==> src/rtl/crf_pkg.sv <==
package crf_pkg;

    typedef enum logic [1:0] {
        OP_ADD = 2'd0,
        OP_AND = 2'd1,
        OP_OR  = 2'd2,
        OP_NOR = 2'd3
    } crf_op_e;

    // packed: first member lands in the top bit of the 4-bit field
    typedef struct packed {
        logic lt;
        logic gt;
        logic eq;
        logic so;
    } crf_field_t;

    typedef struct packed {
        logic lt;
        logic gt;
        logic eq;
    } crf_sign_t;

    function automatic crf_sign_t classify(input logic msb, input logic zero);
        crf_sign_t s;
        s.lt = msb;
        s.gt = !msb && !zero;
        s.eq = zero;
        return s;
    endfunction

endpackage

==> src/rtl/crf_alu_front.sv <==
module crf_alu_front
    import crf_pkg::*;
#(
    parameter int XLEN = 64
) (
    input  crf_op_e           op,
    input  logic              mode64,
    input  logic [XLEN-1:0]   a,
    input  logic [XLEN-1:0]   b,
    output logic [XLEN-1:0]   res,
    output logic              ovf
);
    localparam int HALF = XLEN / 2;

    logic sa, sb, sr;

    always_comb begin
        unique case (op)
            OP_ADD:  res = a + b;
            OP_AND:  res = a & b;
            OP_OR:   res = a | b;
            default: res = ~(a | b);
        endcase
        sa  = mode64 ? a[XLEN-1]   : a[HALF-1];
        sb  = mode64 ? b[XLEN-1]   : b[HALF-1];
        sr  = mode64 ? res[XLEN-1] : res[HALF-1];
        ovf = (op == OP_ADD) && (sa == sb) && (sr != sa);
    end
endmodule

==> src/rtl/crf_cmp_zero.sv <==
module crf_cmp_zero
    import crf_pkg::*;
#(
    parameter int XLEN = 64
) (
    input  logic [XLEN-1:0] res,
    input  logic            mode64,
    output crf_sign_t       sgn
);
    localparam int HALF = XLEN / 2;

    logic msb, zero;

    always_comb begin
        msb  = mode64 ? res[XLEN-1] : res[HALF-1];
        zero = mode64 ? (res == '0) : (res[HALF-1:0] == '0);
        sgn  = classify(msb, zero);
    end
endmodule

==> src/rtl/crf_ovf_state.sv <==
module crf_ovf_state (
    input  logic clk,
    input  logic rst,
    input  logic upd,
    input  logic ovf,
    input  logic clr,
    output logic so_next,
    output logic so_q,
    output logic ov_q
);
    logic ov_next;

    always_comb begin
        so_next = (so_q && !clr) || (upd && ovf);
        if (upd)      ov_next = ovf;
        else if (clr) ov_next = 1'b0;
        else          ov_next = ov_q;
    end

    always_ff @(posedge clk) begin
        if (rst) begin
            so_q <= 1'b0;
            ov_q <= 1'b0;
        end else begin
            so_q <= so_next;
            ov_q <= ov_next;
        end
    end

    // summary stays set unless cleared
    a_r8_sticky_so: assert property (@(posedge clk) disable iff (rst)
        (so_q && !clr) |=> so_q);

    // a setting overflow wins over a same-cycle clear
    a_r8_set_wins: assert property (@(posedge clk) disable iff (rst)
        (upd && ovf) |=> (so_q && ov_q));

    // no update and no clear leaves the overflow bit alone
    a_r10_ov_hold: assert property (@(posedge clk) disable iff (rst)
        (!upd && !clr) |=> $stable(ov_q));
endmodule

==> src/rtl/crf_gen.sv <==
module crf_gen
    import crf_pkg::*;
#(
    parameter int XLEN = 64
) (
    input  logic             clk,
    input  logic             rst,
    input  logic             i_valid,
    input  logic             i_rec,
    input  logic             i_mode64,
    input  logic [1:0]       i_op,
    input  logic [XLEN-1:0]  i_opa,
    input  logic [XLEN-1:0]  i_opb,
    input  logic             i_ovf_upd,
    input  logic             i_stcx,
    input  logic [3:0]       i_stcx_fld,
    input  logic             i_so_clr,
    output logic [XLEN-1:0]  o_result,
    output logic             o_cr_we,
    output logic [3:0]       o_cr_fld,
    output logic             o_so,
    output logic             o_ov
);
    logic [XLEN-1:0] alu_res;
    logic            alu_ovf;
    crf_sign_t       sgn;
    logic            so_next;
    logic            upd;
    logic            wr;
    crf_field_t      fld_d, fld_q;
    logic [XLEN-1:0] res_q;
    logic            we_q, stcx_q;

    crf_alu_front #(.XLEN(XLEN)) u_alu (
        .op(crf_op_e'(i_op)), .mode64(i_mode64), .a(i_opa), .b(i_opb),
        .res(alu_res), .ovf(alu_ovf)
    );

    crf_cmp_zero #(.XLEN(XLEN)) u_cmp (
        .res(alu_res), .mode64(i_mode64), .sgn(sgn)
    );

    assign upd = i_valid && i_ovf_upd && !i_stcx;
    assign wr  = i_valid && i_rec;

    crf_ovf_state u_st (
        .clk(clk), .rst(rst), .upd(upd), .ovf(alu_ovf), .clr(i_so_clr),
        .so_next(so_next), .so_q(o_so), .ov_q(o_ov)
    );

    always_comb begin
        if (i_stcx) fld_d = crf_field_t'(i_stcx_fld);
        else        fld_d = '{lt: sgn.lt, gt: sgn.gt, eq: sgn.eq, so: so_next};
    end

    always_ff @(posedge clk) begin
        if (rst) begin
            res_q  <= '0;
            we_q   <= 1'b0;
            fld_q  <= '0;
            stcx_q <= 1'b0;
        end else begin
            we_q <= wr;
            if (i_valid) res_q <= alu_res;
            if (wr) begin
                fld_q  <= fld_d;
                stcx_q <= i_stcx;
            end
        end
    end

    assign o_result = res_q;
    assign o_cr_we  = we_q;
    assign o_cr_fld = fld_q;

    // a record-form issue raises the write-enable next cycle
    a_r1_we_follows: assert property (@(posedge clk) disable iff (rst)
        wr |=> o_cr_we);

    // without a write the field holds
    a_r1_field_hold: assert property (@(posedge clk) disable iff (rst)
        !wr |=> $stable(o_cr_fld));

    // exactly one relation flag in a compare-produced field
    a_r2_one_flag: assert property (@(posedge clk) disable iff (rst)
        (o_cr_we && !stcx_q) |-> $onehot(o_cr_fld[3:1]));

    // field summary copy matches the sticky bit after the update
    a_r9_so_copy: assert property (@(posedge clk) disable iff (rst)
        (o_cr_we && !stcx_q) |-> (o_cr_fld[0] == o_so));

    // store-conditional field passes through
    a_r11_stcx_pass: assert property (@(posedge clk) disable iff (rst)
        (wr && i_stcx) |=> (o_cr_fld == $past(i_stcx_fld)));
endmodule

==> config.mk <==
export PLATFORM = sky130hd
export DESIGN_NAME = crf_gen
export DESIGN_NICKNAME = d
export VERILOG_FILES = /design/src/rtl/crf_pkg.sv /design/src/rtl/crf_alu_front.sv /design/src/rtl/crf_cmp_zero.sv /design/src/rtl/crf_ovf_state.sv /design/src/rtl/crf_gen.sv
export SDC_FILE = /design/constraint.sdc
export NUM_CORES = 1
export LEC_CHECK = 0
export BUFFER_PORTS_ARGS = -buffer_cell sky130_fd_sc_hd__buf_4
export CAP_MARGIN = 20
export CORE_MARGIN = 4
export CORE_UTILIZATION = 40
export DETAILED_ROUTE_END_ITERATION = 8
export SLEW_MARGIN = 20
export SYNTH_ARGS = -nofsm -noshare
export SYNTH_HDL_FRONTEND = slang
export SYNTH_SLANG_ARGS = --single-unit
==> constraint.sdc <==
create_clock -name clk -period 4.78 [get_ports clk]
set_input_delay 0.239 -clock clk [delete_from_list [all_inputs] [get_ports clk]]
set_output_delay 0.239 -clock clk [all_outputs]
set_load 0.02 [all_outputs]
==> flow_metrics.py <==
metrics = {
    "sta": {
        "worst_pin_slew_ns": 1.18,
        "fin_skew_ns": 0.0000774,
        "fin_crit_ns": 4.35,
        "finalHoldViolations": 0,
        "period_share_pct": 91.0,
        "holdWs_ns": 0.163,
        "maxSlewHeadroom_pct": 21.4,
        "grt_setup_unrepaired": "no",
        "setup_tns_ns": 0,
        "setup_violations": 0,
        "slew_viol_final": 0,
        "fmax_mhz": 230,
        "fin_ws_ns": 0.431,
    },
    "floorplanning": {
        "rows": 58,
        "die_h_um": 169,
        "initial_core_util_pct": 40.9,
        "die_w_um": 169,
        "ioPinCount": 213,
        "die_area_um2": 28600,
        "core-area_um2": 25400,
    },
    "cts": {
        "root_buffer": "clkbuf_16",
        "htreeDepth": 3,
        "post_cts_buffers": 0,
        "ctsHoldBuffers": 0,
        "clk_pin_slew_ns": 0.07,
        "worst_skew_pair.late_latency_ns": 0.35,
        "cts_tree": "yes",
        "cts_resized": 0,
        "clkSinkCount": 71,
        "cts_buffers": 9,
        "clockBufferDepth": 2,
    },
    "global_routing": {
        "grt_pass1_vias": 11300,
        "antenna_found_initial": 0,
        "grt_usage_pct": 28.0,
        "grt_max_degree": 68,
        "grt_overflow": 0,
        "grt_pass1_wl_um": 63800,
    },
    "drt": {
        "routedWlPerCell_um": 21.1,
        "num_vias": 11700,
        "ant_nets": 0,
        "drt_iter0_markers": 1057,
        "vias_per_cell": 5.85,
        "drt-pass1-iter-count": 5,
        "wirelength_um": 42300,
        "drc": 0,
    },
    "worst_setup_path": {
        "rrSetupSlack_ns": 3.95,
        "critPathRequiredTime_ns": 5.02,
        "critical_path.slowest_cell": "a2111oi_1",
        "endpoint_kind": "flop",
        "start_kind": "primary input",
        "reg2regPathDepth": 2,
        "cp-endpoint": "o_cr_fld[2]",
        "path_class": "primary input to flop",
        "crit_family": "compound AO/OA/AOI/OAI gates",
        "worstPathCellList": "buf_4 > ha_1 > inv_1 > fa_1 > nand2b_1 > a21oi_1 > o211ai_1 > a2111oi_1 > nor4_1 > a311oi_1 > nand3_1 > nor4_1 > nand4_1 > or4_1 > a21oi_1 > nor3_1",
        "worstSetupPathDepth": 16,
        "r2r_start": "o_result[50]",
        "cp_max_fo": 4,
        "crit_arrival_ns": 4.59,
        "worstSetupStartpoint": "i_opa[0]",
        "slowest_delay_ns": 0.78,
        "critPathBufInv": 2,
        "r2r-end": "o_result[50]",
    },
    "place": {
        "dpl.hpwl_um": 34000,
        "preCtsSetupSlack_ns": 0.144,
        "place.gp.congestion": 0.974,
        "port_buffers": 212,
    },
    "yosys": {
        "synth_nets": 1777,
        "yosysTopAreaCellShare_pct": 15.4,
        "synth_area_leaders": "ha_1 15%, dfxtp_1 14%, mux2i_1 6.8%",
        "yosys_warnings": 0,
        "synthesis.instances": 1506,
        "synth_edf_count": 0,
        "synth.avg_cell_area_um2": 6.90,
        "async_flop_share_pct": 0,
        "synth.cell_area_um2": 10400,
        "ys_seq_area_share_pct": 13.7,
        "synth-seq-cells": 71,
        "synthTopCellsByCount": "154 x nand2_1, 154 x nor2_1, 147 x inv_1",
        "ys.flop_type": "dfxtp_1",
        "ys_types": 83,
        "yosysTopAreaCell": "ha_1",
    },
    "job": {
        "cap_viol_max_count": 0,
    },
    "min_path": {
        "hold_path.class": "primary input to flop",
    },
    "pwr": {
        "power_leakage_nw": 5.89,
        "vdd_drop_max_v": 0.000192,
        "power.density_nw_per_um2": 216,
        "power.total_mw": 2.72,
    },
    "finish": {
        "fillerInstances": 2663,
        "area_growth_pct": 21.1,
        "n_antenna_cell": 0,
        "final_nets": 1943,
        "drive_above_1_share_pct": 17.4,
    },
    "run_status": {
        "status": "complete, no violations",
    },
}
==> stage by stage <==
stage	cell area [um^2]	cells	util (%)
6_report	12600	2007	49.5
5_1_grt	12600	2007	49.5
4_1_cts	12600	2007	49.5
3_5_place_dp	12300	1991	48.4
3_3_place_gp	12300	1991	48.4
2_1_floorplan	10400	1506	-
==> power by group <==
| group | switching, mW | internal [mW] | total (mW) | leakage, nW |
|---|---|---|---|---|
| Combinational | 0.839 | 0.527 | 1.37 | 5.18 |
| Clock | 0.319 | 0.368 | 0.688 | 0.131 |
| Sequential | 0.0266 | 0.638 | 0.665 | 0.586 |
| Total | 1.18 | 1.53 | 2.72 | 5.89 |
==> sequential cells by signal, summed over array words and instances (netlist names) <==
register	count
o_result	64
o_cr_fld	4
u_st.ov_q	1
o_cr_we	1
u_st.so_q	1
==> how the worst min path moves through the flow <==
stage / startpoint / end / slack [ns] / cells past startpoint
2_1_floorplan: i_rec / o_cr_we / 0.42 / 2
3_3_place_gp: o_cr_fld[3] / o_cr_fld[3] / 0.44 / 2
3_5_place_dp: o_result[25] / o_result[25] / 0.45 / 2
4_1_cts: i_so_clr / u_st.ov_q / 0.16 / 3
5_1_grt: i_so_clr / u_st.ov_q / 0.18 / 3
6_report: i_so_clr / u_st.ov_q / 0.16 / 3
==> worst min-delay path, stage by stage <==
cell      delay [ns]
buf_4           0.08
nand3b_1        0.09
a21oi_1         0.06
==> area by class of cell <==
cell class / count / area, um^2 / area share [%]
inverter: 147 / 552 / 4.38
timing repair buffer: 247 / 1870 / 14.8
multi-input combinational: 1196 / 8050 / 63.9
clock buffer: 10 / 239 / 1.90
tap: 330 / 413 / 3.28
sequential: 71 / 1420 / 11.3
clock inverter: 6 / 45.0 / 0.358
==> layer usage <==
| layer | vias to the layer above | global-route usage [%] | share of wire (%) |
|---|---|---|---|
| met5 | - | 0 | 0 |
| met4 | 0 | 10.7 | 4.0 |
| met3 | 66 | 3.61 | 6.2 |
| met2 | 455 | 47.6 | 47 |
| met1 | 5523 | 36.1 | 43 |
| li1 | 5703 | - | - |
==> cell families after synthesis <==
group | after synthesis | share of synthesized area (%)
adders and majority gates | 129 | 15.6
AOI/OAI and AO/OA | 426 | 26.9
muxes | 75 | 7.27
DFF | 71 | 13.7
buffers and inverters | 239 | 8.90
xor gates and xnor gates | 42 | 3.54
and+or+nand+nor | 524 | 24.2
==> cells in the final DEF, fill, tap and decap left out, types with 6 or more instances in the layout <==
cell and instances:
o31ai_1 6, a222oi_1 8, xnor2_1 27, nor2_1 153, ha_1 128, a211oi_1 16
a21o_1 15, a211o_1 6, o211ai_1 21, xor2_1 15, and2_1 6, nand3_1 35
mux2i_1 71, dfxtp_1 71, or2_2 11, inv_1 147, buf_4 246, a22oi_1 12
or3_1 14, a21oi_1 126, nand2_1 154, o22ai_1 7, o21bai_1 6, a22o_1 7
clkbuf_16 9, o21a_1 18, nand4_1 44, o21ai_0 93, nor4_1 15, nor3_1 31
o31a_1 7, and4_1 9, o21ai_1 11, a221oi_1 6, nand2b_1 13, and3_1 6
o221ai_1 6, a31oi_1 6
(Power assumes the default switching activity.)
